<file path="config.mk">
export PLATFORM = sky130hd
export DESIGN_NAME = kbd_reply_queue
export DESIGN_NICKNAME = d
export VERILOG_FILES = /design/src/rtl/kbd_reply_queue.sv
export SDC_FILE = /design/constraint.sdc
export NUM_CORES = 1
export LEC_CHECK = 0
export BUFFER_PORTS_ARGS = -buffer_cell sky130_fd_sc_hd__clkbuf_2
export CORE_ASPECT_RATIO = 1.25
export CORE_MARGIN = 2
export CORE_UTILIZATION = 45
export DETAILED_ROUTE_END_ITERATION = 12
export MAX_ROUTING_LAYER = met4
export PLACE_DENSITY_LB_ADDON = 0.15
export SKIP_CTS_REPAIR_TIMING = 1
export SLEW_MARGIN = 25
export SYNTH_ARGS = -nofsm -noshare
export SYNTH_HDL_FRONTEND = slang
export SYNTH_SLANG_ARGS = --single-unit
</file>
<file path="constraint.sdc">
create_clock -name clk -period 6.1 [get_ports clk]
set_input_delay 0 -clock clk [delete_from_list [all_inputs] [get_ports clk]]
set_output_delay 0 -clock clk [all_outputs]
set_load 0.01 [all_outputs]
</file>
<file path="src/rtl/kbd_reply_queue.sv">
module kbd_reply_queue #(
  parameter int DEPTH = 16
) (
  input  logic                       clk,
  input  logic                       rst,
  input  logic                       cmd_valid,
  input  logic [7:0]                 cmd_byte,
  input  logic                       key_valid,
  input  logic [6:0]                 key_code,
  input  logic                       key_release,
  input  logic                       rd_en,
  output logic [7:0]                 rd_data,
  output logic                       rx_avail,
  output logic [$clog2(DEPTH+1)-1:0] count
);
  localparam int CW = $clog2(DEPTH + 1);
  localparam int PW = $clog2(DEPTH);
  localparam logic [CW-1:0] FULL = CW'(DEPTH);

  logic [7:0]    mem [DEPTH];
  logic [PW-1:0] rptr, wptr;
  logic [CW-1:0] cnt;
  logic          led_pend;

  function automatic logic [PW-1:0] step(input logic [PW-1:0] p);
    return (p == PW'(DEPTH - 1)) ? '0 : p + 1'b1;
  endfunction

  wire cmd_live = cmd_valid & ~led_pend;
  wire is_rst   = cmd_live & (cmd_byte == 8'h01);
  wire is_id    = cmd_live & ((cmd_byte == 8'h07) | (cmd_byte == 8'h0F));
  wire is_led   = cmd_live & (cmd_byte == 8'h0E);
  wire reply    = is_rst | is_id;
  wire empty    = (cnt == '0);
  wire do_pop   = rd_en & ~empty & ~reply;
  wire do_push  = key_valid & ~reply & (cnt != FULL);

  always_ff @(posedge clk) begin
    if (rst) begin
      rptr     <= '0;
      wptr     <= '0;
      cnt      <= '0;
      led_pend <= 1'b0;
    end else begin
      if (cmd_valid) led_pend <= is_led;
      if (reply) begin
        rptr <= '0;
        wptr <= is_rst ? PW'(3) : PW'(2);
        cnt  <= is_rst ? CW'(3) : CW'(2);
      end else begin
        if (do_push) wptr <= step(wptr);
        if (do_pop)  rptr <= step(rptr);
        cnt <= cnt + CW'(do_push) - CW'(do_pop);
      end
    end
  end

  always_ff @(posedge clk) begin
    if (!rst) begin
      if (reply) begin
        mem[0] <= is_rst ? 8'hFF : 8'hFE;
        mem[1] <= is_rst ? 8'h04 : 8'h21;
        mem[2] <= 8'h7F;
      end else if (do_push) begin
        mem[wptr] <= {key_release, key_code};
      end
    end
  end

  assign rd_data  = empty ? 8'h00 : mem[rptr];
  assign rx_avail = ~empty;
  assign count    = cnt;


  full_bound_chk: assert property (@(posedge clk) disable iff (rst)
    cnt <= FULL);


  reset_reply_chk: assert property (@(posedge clk) disable iff (rst)
    (cmd_valid && !led_pend && cmd_byte == 8'h01) |=> (count == CW'(3) && rd_data == 8'hFF));


  led_skip_chk: assert property (@(posedge clk) disable iff (rst)
    (cmd_valid && led_pend && !key_valid && !rd_en) |=> (!led_pend && count == $past(count)));


  empty_read_chk: assert property (@(posedge clk) disable iff (rst)
    (rd_en && count == '0 && !cmd_valid && !key_valid) |=> (count == '0 && rd_data == 8'h00));


  full_drop_chk: assert property (@(posedge clk) disable iff (rst)
    (key_valid && !rd_en && !cmd_valid && count == FULL) |=> (count == FULL && $stable(rd_data)));


  pop_left_chk: assert property (@(posedge clk) disable iff (rst)
    (rd_en && count > CW'(1) && !cmd_valid && !key_valid) |=> (rx_avail && count == $past(count) - 1'b1));
endmodule

</file>
Word level (Yosys, flattened, before mapping)
Memory sizes are Yosys's and may differ from the RTL's. A register that Yosys moved wholly into a read port is not among the register bits.
Index checks and enable logic that the tools add are counted.
- equal/unequal tests: 7
- bitwise operators: 13
- reduce and logical (&&, ||, !) cells: 4
- multiplexer cells: 22
- add/subtract/negate cells: 4
- operators by type and width (cell ; count):
    $mux 4 ; 7
    $eq 8x4->1 const B ; 2
    $mux 8 ; 2
    $mux 1 ; 11
    $add 4x1->4 const B ; 2
    $and 1x1->1 ; 8
    $eq 4x4->1 const B ; 2
    $eq 8x1->1 const B ; 1
    $eq 8x3->1 const B ; 1
    $reduce_or 8->1 ; 1
    $mux 6 ; 1
    $add 5x1->5 ; 1
    $logic_not 5->1 ; 1
    $mux 5 ; 1
    $ne 5x5->1 const B ; 1
    $sub 5x1->5 ; 1
    $not 1->1 ; 3
    $or 1x1->1 ; 2
    $reduce_bool 2->1 ; 1
    $reduce_or 2->1 ; 1
- memory bits (writable): 128
- memories kept: 1
- bits in registers: 14
- input bits: 21
- output and inout port bits: 14
- logic and storage cells: 55
- memories (name ; words ; width ; rd ports ; clocked after memory_dff ; write ports ; RTL line ; source):
    mem ; 16 ; 8 ; 1 ; 1 ; 3 ; 20 ; logic [7:0] mem [DEPTH];

Depth between registers and ports, before layout
Gate-level depths: netlist of the first run.
- depth after elaboration: 13
- gate-level depth with buffers: 15
- depth with buffers taken out: 14

Worst setup path before layout of the first run
Ideal clock, no wire load.
- path type: register to register
- from: register cnt[3], in the netlist count[3]
- to: register cnt[4], in the netlist count[4]
- buffers on the path: 0
- clock period less this slack: 2.911 ns
- setup time: 0.121 ns
- stages on the path, launching flop included: 15
- required time: 5.979 ns
- data arrival time: 2.790 ns
- slack: 3.189 ns
- path through: dfxtp_1 > inv_1 > ha_1 > or4b_2 > nand2_1 > nor2_1 > ha_1 > inv_1 > ha_1 > inv_1 > fa_1 > nand2b_1 > a21oi_1 > o21ai_0 > nor3b_1
- longest elaborated chain between the ends: 6
- elaborated cells on any way between the ends: 9
- classes of those cells: 2 x add/sub; 1 x eq/ne; 1 x mux; 4 x bitwise; 1 x reduce/logical
- ends and longest elaborated chain (what ; RTL line ; source):
    start: declaration ; 22 ; logic [CW-1:0] cnt;
    start signal: assignment ; 49 ; cnt <= is_rst ? CW'(3) : CW'(2);
    start signal: assignment ; 53 ; cnt <= cnt + CW'(do_push) - CW'(do_pop);
    parallel branches: the longest is 4 deep, another holds $add 5x1->5 ; - ;
    $sub 5x1->5 * ; 53 ;
    $mux 5 * ; 46 ; if (reply) begin
Mark *: on every way between the ends.
A chain may end at the register's enable or synchronous reset.

Worst setup path after layout of the first run
Ends and elaborated chain as after synthesis.

==> results of run 1 <==
worst max-delay path, delay by kind of cell, from the launching register on:
kind,cells,cell delay (ns)
flops,1,0.33
buf+inv,3,0.19
compound gates,2,0.26
fa+ha+maj,4,1.01
simple gates,5,1.38
power by group through the flow:
| stage | clock (mW) | combinational, mW | sequential, mW |
|---|---|---|---|
| 2_1_floorplan | 0 | 0.369 | 1.17 |
| 3_3_place_gp | 0 | 0.511 | 1.17 |
| 3_5_place_dp | 0 | 0.518 | 1.17 |
| 4_1_cts | 1.05 | 0.520 | 1.15 |
| 5_1_grt | 1.10 | 0.571 | 1.15 |
| 6_report | 1.04 | 0.513 | 1.15 |
layout make-up:
type	instances	area, um2
Tap cell	175	219
Fill cell	1129	6440
Inverter	11	41.3
Timing Repair Buffer	45	265
Clock inverter	6	35.0
Multi-Input combinational cell	193	1910
Clock buffer	26	578
Sequential cell	146	4200
final timing paths:
| kind | start | cells past startpoint | end | slack, ns |
|---|---|---|---|---|
| worst max-delay path | count[3] | 14 | count[4] | 2.83 |
| worst min-delay path | key_release | 1 | mem[5][7] | 0.03 |
| worst max register to register | count[3] | 14 | count[4] | 2.83 |
| worst min register to register | rptr[1] | 2 | register | 0.50 |
layer usage:
layer	routed length [um]	part of all wire, %
met2	6570	52
met3	304	2.4
met5	0	0
met4	186	1.5
met1	5480	44
sequential cells by signal, indices dropped and copies added (netlist names), named ones only:
name and count:
rptr 4, mem 128, count 5, led_pend 1, wptr 4
placed cells by master (no fill, tap or decap), types with 2 or more instances in the layout:
| cell | instances |
|---|---|
| nor4b_1 | 2 |
| dlygate4sd3_1 | 5 |
| nand2_1 | 8 |
| o21ai_1 | 5 |
| nand4_1 | 2 |
| nand4b_1 | 3 |
| nor3_2 | 4 |
| nand3_1 | 7 |
| or2_2 | 8 |
| nor3_1 | 4 |
| buf_4 | 6 |
| or3_1 | 5 |
| nor2_2 | 2 |
| nor2_1 | 16 |
| a31oi_1 | 2 |
| mux4_2 | 19 |
| ha_1 | 11 |
| inv_1 | 11 |
| clkbuf_16 | 21 |
| clkinv_2 | 4 |
| o21ai_0 | 6 |
| clkbuf_2 | 34 |
| xnor2_1 | 2 |
| nor4_1 | 2 |
| nor2b_1 | 2 |
| mux2_2 | 10 |
| mux4_1 | 13 |
| a21oi_1 | 19 |
| nand2b_1 | 7 |
| mux2i_1 | 11 |
| xor2_1 | 3 |
| edfxtp_1 | 128 |
| and3_1 | 2 |
| and2_1 | 7 |
| dfxtp_1 | 18 |
| clkbuf_8 | 3 |
stage by stage:
step                      worst slack [ns]  power (mW)  util, %  instances
after CTS                             2.81        2.72     52.5        597
after global placement                2.90        1.68     48.1        565
final                                 2.83        2.70     52.9        602
after global routing                  2.56        2.82     52.9        602
after floorplan                       3.19        1.54        -        368
after detailed placement              2.82        1.69     48.1        565
kinds of logic (layout without fill, tap and decap cells):
| logic type | after synthesis | after routing |
|---|---|---|
| AND/OR/NAND/NOR | 84 | 84 |
| flip-flops | 146 | 146 |
| XOR/XNOR | 5 | 5 |
| buffers and inverters | 29 | 88 |
| AO/OA/AOI/OAI | 39 | 39 |
| adder cells (fa/ha/maj) | 12 | 12 |
| multiplexers | 53 | 53 |
==> metrics.yaml, run 1 <==
cts_max_path_buffers: 2
grt_pass1_vias: 3359
tightest_slew_ns: 1.02
fmax_ghz: 0.306
synth_nets: 401
synth_top_family_by_area: "multiplexers"
hold_class: "input port to register"
maxCapViolations: 0
area_growth_pct: 16.0
top_usage_layer: "met2"
finalSetupViolCount: 0
layout_min_cycle_time_ns: 3.27
drt-initial-drc-count: 316
diodes: 0
coreArea_mm2: 0.0137
synthXorXnorAreaFrac_pct: 0.701
grt_util_met2_pct: 30.4
worst_hold_slack_ns: 0.0316
io_buffers: 34
grt_antenna_before_repair: 0
synth-simple-area-share_pct: 7.47
routedWlPerCell_um: 20.8
synth_most_common_cell: "edfxtp_1"
finish.instance_area_mm2: 0.00725
nets: 447
grt_pass1_wl_um: 19100
powerDensity_mw_per_mm2: 372
syn_avg_cell_area_um2: 17.0
synth_cell_types: 45
pwr-share-comb_pct: 19.0
synth-adder-area-share_pct: 2.52
cts_root_buffer: "clkbuf_16"
cts.sinks: 146
synth_compound_area_share_pct: 3.56
place_hpwl_um: 8270
wirelength_um: 12500
synth_area_leader_cell: "edfxtp_1"
ys_ff_latch: 146
yosysWarnings: 0
grt_setup_unrepaired: "no"
drc: 0
netlist_instances: 368
die-area_mm2: 0.0148
dr.pass1.iters: 4
p_int_mw: 2.01
synth_ff_type: "edfxtp_1"
slew-limit-headroom_pct: 31.9
crit_fanout: 13
num_rows: 48
vias: 3376
track_usage_pct: 18.8
fin_crit_sh_pct: 53.6
final-hold-violation-count: 0
ys_seq_area_share_pct: 67.3
start_kind: "register"
p_sw_share_pct: 25.6
chipHeight_um: 136
setup_tns_ns: 0
arrival_ns: 3.56
ant_nets: 0
drv_slew: 0
outcome: "completed"
cts_tree: "built"
critPathRequiredTime_ns: 6.39
slowest_stage: "or4b_2"
async_reset_ff_share_pct: 0
grt_start_max_net_pins: 33
die_x_um: 109
skew_ns: 0.0107
cp_slowest_stage_delay_ns: 0.79
p_leak_nw: 2.38
post_dp_cell_area_mm2: 0.00658
ios: 35
yosysTopAreaCellShare_pct: 61.5
grt_util_met3_pct: 4.14
path_clk_slew_ns: 0.06
place_congestion: 0.830
h-tree-depth: 4
worstSkewPairLatency_ns: 0.41
p_clk_share_pct: 38.5
grt_use_met1_pct: 23.3
crit_chain: "inv_1 -> ha_1 -> or4b_2 -> nand2_1 -> nor2_1 -> ha_1 -> inv_1 -> ha_1 -> inv_1 -> fa_1 -> nand2b_1 -> a21oi_1 -> o21ai_0 -> nor3b_1"
ir_drop_uv: 165
cts_made_buffers: 17
p_sw_mw: 0.690
ys_top_cells_by_area: "edfxtp_1, mux4_2, dfxtp_1"
sequentialPowerShare_pct: 42.5
critPathKind: "register to register"
synth_common_cells: "edfxtp_1, a21oi_1, mux4_2, dfxtp_1, nor2_1"
synthMuxAreaShare_pct: 15.9
worstSetupEndpointType: "register"
synth-edff-count: 128
drive_gt1_share_pct: 26.9
overflow: 0
viasPerCell: 5.61
syn-cell-area_mm2: 0.00625
start_util_pct: 45.6
Power figures use the tool's default switching activity.
==> run 2: changes to the inputs <==
==> constraint.sdc (replaced) <==
create_clock -name clk -period 2.83 [get_ports clk]
set_input_delay 0 -clock clk [delete_from_list [all_inputs] [get_ports clk]]
set_output_delay 0 -clock clk [all_outputs]
set_load 0.01 [all_outputs]
==> run 2 against run 1 <==
  * The run now ends with negative hold slack left
  * Count of clock-buffer cells in the layout decreased by 8
  * Combinational power increased by 150%
  * Sequential share of layout area decreased by 1.6 points
  * Sequential power increased by 110%
  * Core utilization increased by 1.5 points
  * Cell area increased by 2.9%
  * Non-clock buffer count increased by 22
  * Worst hold slack got worse by 0.077 ns
  * Critical path type unchanged
  * Critical endpoint unchanged
  * Largest cell class unchanged
==> metrics.yaml, run 2 (synthesis gave the netlist of run 1 again) <==
outcome: "finished with violations"  # was completed
violations: "negative hold slack"
die_x_um: 109  # unchanged
drive_gt1_share_pct: 32.1  # was 26.9%
timing.final.ws_setup_ns: 0.164  # was 2.83 ns
io_buffers: 34  # unchanged
die-area_mm2: 0.0148  # unchanged
layout_commonest_cell: "edfxtp_1"  # unchanged
grt_start_max_net_pins: 33  # unchanged
p_clk_share_pct: 38.4  # was 38.5%
routedWlPerCell_um: 20.1  # was 20.8 um
grt_setup_unrepaired: "no"  # unchanged
p_leak_nw: 2.50  # was 2.38 nW
cts_made_buffers: 17  # unchanged
path_clk_slew_ns: 0.06  # about the same
finalSetupViolCount: 0  # unchanged
powerDensity_mw_per_mm2: 812  # was 372 mW/mm2
final_cell_mix: "edfxtp_1, clkbuf_2, buf_4"  # was edfxtp_1, clkbuf_2, clkbuf_16
cts_root_buffer: "clkbuf_16"  # unchanged
hold_class: "input port to register"  # unchanged
final-hold-violation-count: 1  # was 0
drv_slew: 0  # unchanged
fmax_ghz: 0.375  # was 0.306 GHz
critPathRequiredTime_ns: 3.12  # was 6.39 ns
pwr-share-comb_pct: 20.9  # was 19.0%
h-tree-depth: 4  # unchanged
ir_drop_uv: 482  # was 165 uV
viasPerCell: 5.46  # was 5.61
slew-limit-headroom_pct: 54.1  # was 31.9%
maxCapViolations: 0  # unchanged
place_congestion: 0.851  # was 0.830
arrival_ns: 2.96  # was 3.56 ns
overflow: 0  # unchanged
drt-initial-drc-count: 262  # was 316
p_total_mw: 6.06  # was 2.70 mW
p_sw_mw: 1.55  # was 0.690 mW
grt_pass1_wl_um: 19400  # was 19,100 um
layout_min_cycle_time_ns: 2.67  # was 3.27 ns
area_growth_pct: 19.4  # was 16.0%
setup_tns_ns: 0  # unchanged
worst_hold_slack_ns: -0.0449  # was 0.0316 ns
chipHeight_um: 136  # unchanged
p_int_mw: 4.50  # was 2.01 mW
worstSkewPairLatency_ns: 0.41  # about the same
ios: 35  # unchanged
ant_nets: 0  # unchanged
start_kind: "register"  # unchanged
wirelength_um: 12500  # about the same
drc: 0  # unchanged
dp.cells: 583  # was 565
largest_register_ffs: 128  # unchanged
track_usage_pct: 18.8  # about the same
p_sw_share_pct: 25.6  # about the same
coreArea_mm2: 0.0137  # unchanged
cts_tree: "built"  # unchanged
diodes: 0  # unchanged
fin_crit_sh_pct: 94.2  # was 53.6%
crit_fanout: 4  # was 13
postLayoutCoreUtil_pct: 54.5  # was 52.9%
sequentialPowerShare_pct: 40.7  # was 42.5%
cts_max_path_buffers: 2  # unchanged
nets: 469  # was 447
start_util_pct: 45.6  # unchanged
skew_ns: 0.00931  # was 0.0107 ns
regMostFlops: "mem"  # unchanged
pre_cts_ws_ns: -0.00797  # was 2.82 ns
dr.pass1.iters: 4  # unchanged
critPathKind: "register to register"  # unchanged
cts.sinks: 146  # unchanged
grt_antenna_before_repair: 0  # unchanged
grt_pass1_vias: 3447  # was 3,359
num_rows: 48  # unchanged
worstSetupEndpointType: "register"  # unchanged
tightest_slew_ns: 0.687  # was 1.02 ns
place_hpwl_um: 8330  # was 8270 um
vias: 3410  # was 3,376
instances_no_fill: 624  # was 602
run 2: cell count changes in the layout (fill, tap and decap cells not counted), sizes merged:
cell,before,now
clkbuf,60,52
buf,6,29
dlygate4sd3,5,4
inv,12,13
clkinv,5,6
clkinvlp,0,2
bufinv,0,4
run 2: final cells by class:
| type | instances | area, um2 |
|---|---|---|
| timing repair buffer | 67 | 440 |
| multi-input combinational | 193 | 1940 |
| tap | 175 | 219 |
| clock inverter | 14 | 186 |
| clock buffer | 18 | 429 |
| inverter | 11 | 41.3 |
| sequential | 146 | 4210 |
| fill | 1112 | 6230 |
run 2: path summary, 6_finish.rpt:
path	from	cells after the start	endpoint	slack [ns]
hold reg to reg	rptr[1]	2	register	0.51
hold / removal	key_valid	4	wptr[2]	-0.04
setup reg to reg	count[2]	14	count[4]	0.16
setup / recovery	count[2]	14	count[4]	0.16
run 2: per-layer routing:
metal | share of wire (%) | wire (um) | vias up | track usage (%)
li1 | - | - | 1591 | -
met1 | 41 | 5180 | 1732 | 22.8
met2 | 54 | 6710 | 79 | 31.3
met3 | 4.3 | 535 | 8 | 4.09
met4 | 0.70 | 88 | 0 | 5.84
met5 | 0 | 0 | - | -
run 2: stage by stage:
stage	instance area [um2]	hold slack [ns]
after floorplan	6250	0.0989
after global placement	6720	0.273
after detailed placement	6720	0.279
after CTS	7340	-0.157
after global routing	7460	0.00787
final	7460	-0.0449
run 2: power by group through the flow:
stage | Clock, mW | Combinational [mW] | Sequential (mW)
floorplan | 0 | 0.804 | 2.52
global route | 2.45 | 1.39 | 2.48
global placement | 0 | 1.15 | 2.51
detailed placement | 0 | 1.16 | 2.51
CTS | 2.37 | 1.16 | 2.47
finish | 2.33 | 1.26 | 2.47
run 2: critical path, stage by stage (launching register included):
cell and delay, ns:
dfxtp_2 0.32, inv_2 0.07, ha_4 0.13, or4b_4 0.48, nand2_4 0.09, nor2_1 0.04, ha_1 0.28, inv_1 0.05
ha_2 0.16, inv_1 0.06, fa_2 0.39, nand2b_4 0.15, a21oi_4 0.12, o21ai_1 0.06, nor3b_1 0.13
==> run 3: changes to the inputs <==
--- a/config.mk
+++ b/config.mk
@@ -6,6 +6,8 @@
 export NUM_CORES = 1
 export LEC_CHECK = 0
 export BUFFER_PORTS_ARGS = -buffer_cell sky130_fd_sc_hd__clkbuf_2
+export CELL_PAD_IN_SITES_DETAIL_PLACEMENT = 1
+export CELL_PAD_IN_SITES_GLOBAL_PLACEMENT = 1
 export CORE_ASPECT_RATIO = 1.25
 export CORE_MARGIN = 2
 export CORE_UTILIZATION = 45
==> run 3 against run 2 <==
  * The flow now finishes without violations
  * Fmax shrank 2.6%
  * Critical path depth unchanged
  * Final cell count did not move
  * Count of clock-buffer cells in the layout rose by 2
  * Power is 3.8% lower
  * First-iteration DRC count decreased by 36%
  * Die area did not move
  * Sequential power about the same
  * Worst hold slack improved by 0.079 ns
  * Cell area is 0.97% lower
  * Register-to-register slack worse by 0.07 ns
==> metrics.yaml, run 3 (synthesis gave the netlist of run 1 again) <==
cts_root_buffer: "clkbuf_16"  # unchanged
final-hold-violation-count: 0  # was 1
dr.pass1.iters: 4  # unchanged
die-area_mm2: 0.0148  # unchanged
finalSetupViolCount: 0  # unchanged
start_kind: "register"  # unchanged
coreArea_mm2: 0.0137  # unchanged
start_util_pct: 45.6  # unchanged
layout_commonest_cell: "edfxtp_1"  # unchanged
io_buffers: 34  # unchanged
arrival_ns: 3.01  # was 2.96 ns
ant_nets: 0  # unchanged
ir_drop_uv: 424  # was 482 uV
worstSetupEndpointType: "register"  # unchanged
critPathKind: "register to register"  # unchanged
wl_met3_um: 544  # was 535 um
num_rows: 48  # unchanged
cts_max_path_buffers: 2  # unchanged
routedWlPerCell_um: 21.7  # was 20.1 um
wirelength_um: 13500  # was 12,500 um
cts_tree: "built"  # unchanged
diodes: 0  # unchanged
regMostFlops: "mem"  # unchanged
wl_met2_um: 7300  # was 6710 um
drc: 0  # unchanged
fmax_ghz: 0.365  # was 0.375 GHz
crit_fanout: 3  # was 4
outcome: "completed"  # was finished with violations
h-tree-depth: 4  # unchanged
drive_gt1_share_pct: 30.7  # was 32.1%
worst_hold_slack_ns: 0.0342  # was -0.0449 ns
powerDensity_mw_per_mm2: 789  # was 812 mW/mm2
grt_antenna_before_repair: 0  # unchanged
path_clk_slew_ns: 0.06  # about the same
grt_pass1_wl_um: 21300  # was 19,400 um
wl_met1_um: 5630  # was 5180 um
fill_cells: 1295  # was 1,112
slew-limit-headroom_pct: 57.5  # was 54.1%
setup_tns_ns: 0  # unchanged
p_leak_nw: 2.46  # was 2.50 nW
die_x_um: 109  # unchanged
critPathRequiredTime_ns: 3.11  # was 3.12 ns
fin_crit_sh_pct: 96.7  # was 94.2%
grt_start_max_net_pins: 27  # was 33
worstSkewPairLatency_ns: 0.41  # about the same
area_growth_pct: 18.2  # was 19.4%
grt_pass1_vias: 3716  # was 3,447
hold_class: "input port to register"  # unchanged
layout_min_cycle_time_ns: 2.74  # was 2.67 ns
skew_ns: 0.0158  # was 0.00931 ns
cts.sinks: 146  # unchanged
drv_slew: 0  # unchanged
top_layer_used: "met4"  # unchanged
place_congestion: 0.758  # was 0.851
chipHeight_um: 136  # unchanged
tightest_slew_ns: 0.636  # was 0.687 ns
vias: 3439  # was 3,410
overflow: 0  # unchanged
maxCapViolations: 0  # unchanged
largest_register_ffs: 128  # unchanged
nets: 470  # was 469
cts_made_buffers: 17  # unchanged
drt-initial-drc-count: 167  # was 262
track_usage_pct: 20.5  # was 18.8%
final_cell_mix: "edfxtp_1, clkbuf_2, buf_4"  # unchanged
ios: 35  # unchanged
viasPerCell: 5.51  # was 5.46
place_hpwl_um: 9030  # was 8330 um
-- run 3: cell count changes in the layout (fill, tap and decap cells not counted), moves of 2 or more --
cell | before | now
clkinv_1 | 0 | 3
dlygate4sd3_1 | 4 | 6
bufinv_16 | 4 | 2
clkbuf_1 | 1 | 3
clkinv_2 | 5 | 2
-- run 3: routing by layer --
metal | vias to the layer above | GRT usage (%)
met5 | - | -
li1 | 1596 | -
met1 | 1770 | 25.5
met3 | 4 | 3.61
met4 | 0 | 5.70
met2 | 69 | 34.6
-- run 3: layout make-up --
type                    instances  area, um2  area share, %
inverters                      11       41.3          0.559
flip-flops and latches        146       4210           56.9
well taps                     175        219           2.96
repair buffers                 68        440           5.96
multi-input cells             193       1930           26.1
clock inverters                11        114           1.54
clock buffers                  20        437           5.91
-- run 3: worst paths after layout --
check,from,end,slack (ns),depth (start not counted)
worst max-delay path,count[2],count[4],0.09,14
worst min-delay path,key_release,mem[14][7],0.03,1
worst max register to register,count[2],count[4],0.09,14
worst min register to register,rptr[1],rptr[1],0.51,2
-- run 3: worst max-delay path, cell delays in order, from the launching register on --
cell and delay (ns):
dfxtp_2 0.33, inv_2 0.07, ha_4 0.12, or4b_4 0.47, nand2_4 0.08, nor2_1 0.04, ha_1 0.28, inv_1 0.06
ha_2 0.18, inv_2 0.05, fa_2 0.39, nand2b_4 0.15, a21oi_2 0.15, o21ai_0 0.08, nor3b_1 0.14
-- run 3: metrics by stage --
stage / util (%) / total power [mW] / cell area [um2] / setup slack [ns] / cells
after detailed placement: 49.1 / 3.70 / 6720 / -0.00732 / 584
after floorplan: - / 3.32 / 6250 / 0.0835 / 368
after global routing: 53.9 / 6.10 / 7390 / -0.0229 / 624
after global placement: 49.1 / 3.67 / 6720 / 0.0719 / 584
after CTS: 53.1 / 5.81 / 7270 / -0.0192 / 615
final: 53.9 / 5.83 / 7390 / 0.0930 / 624
-- run 3: power breakdown --
part	internal, mW	leakage, nW	switching [mW]
clock network	1.28	0.263	0.819
registers	2.42	1.28	0.0533
logic	0.594	0.912	0.659
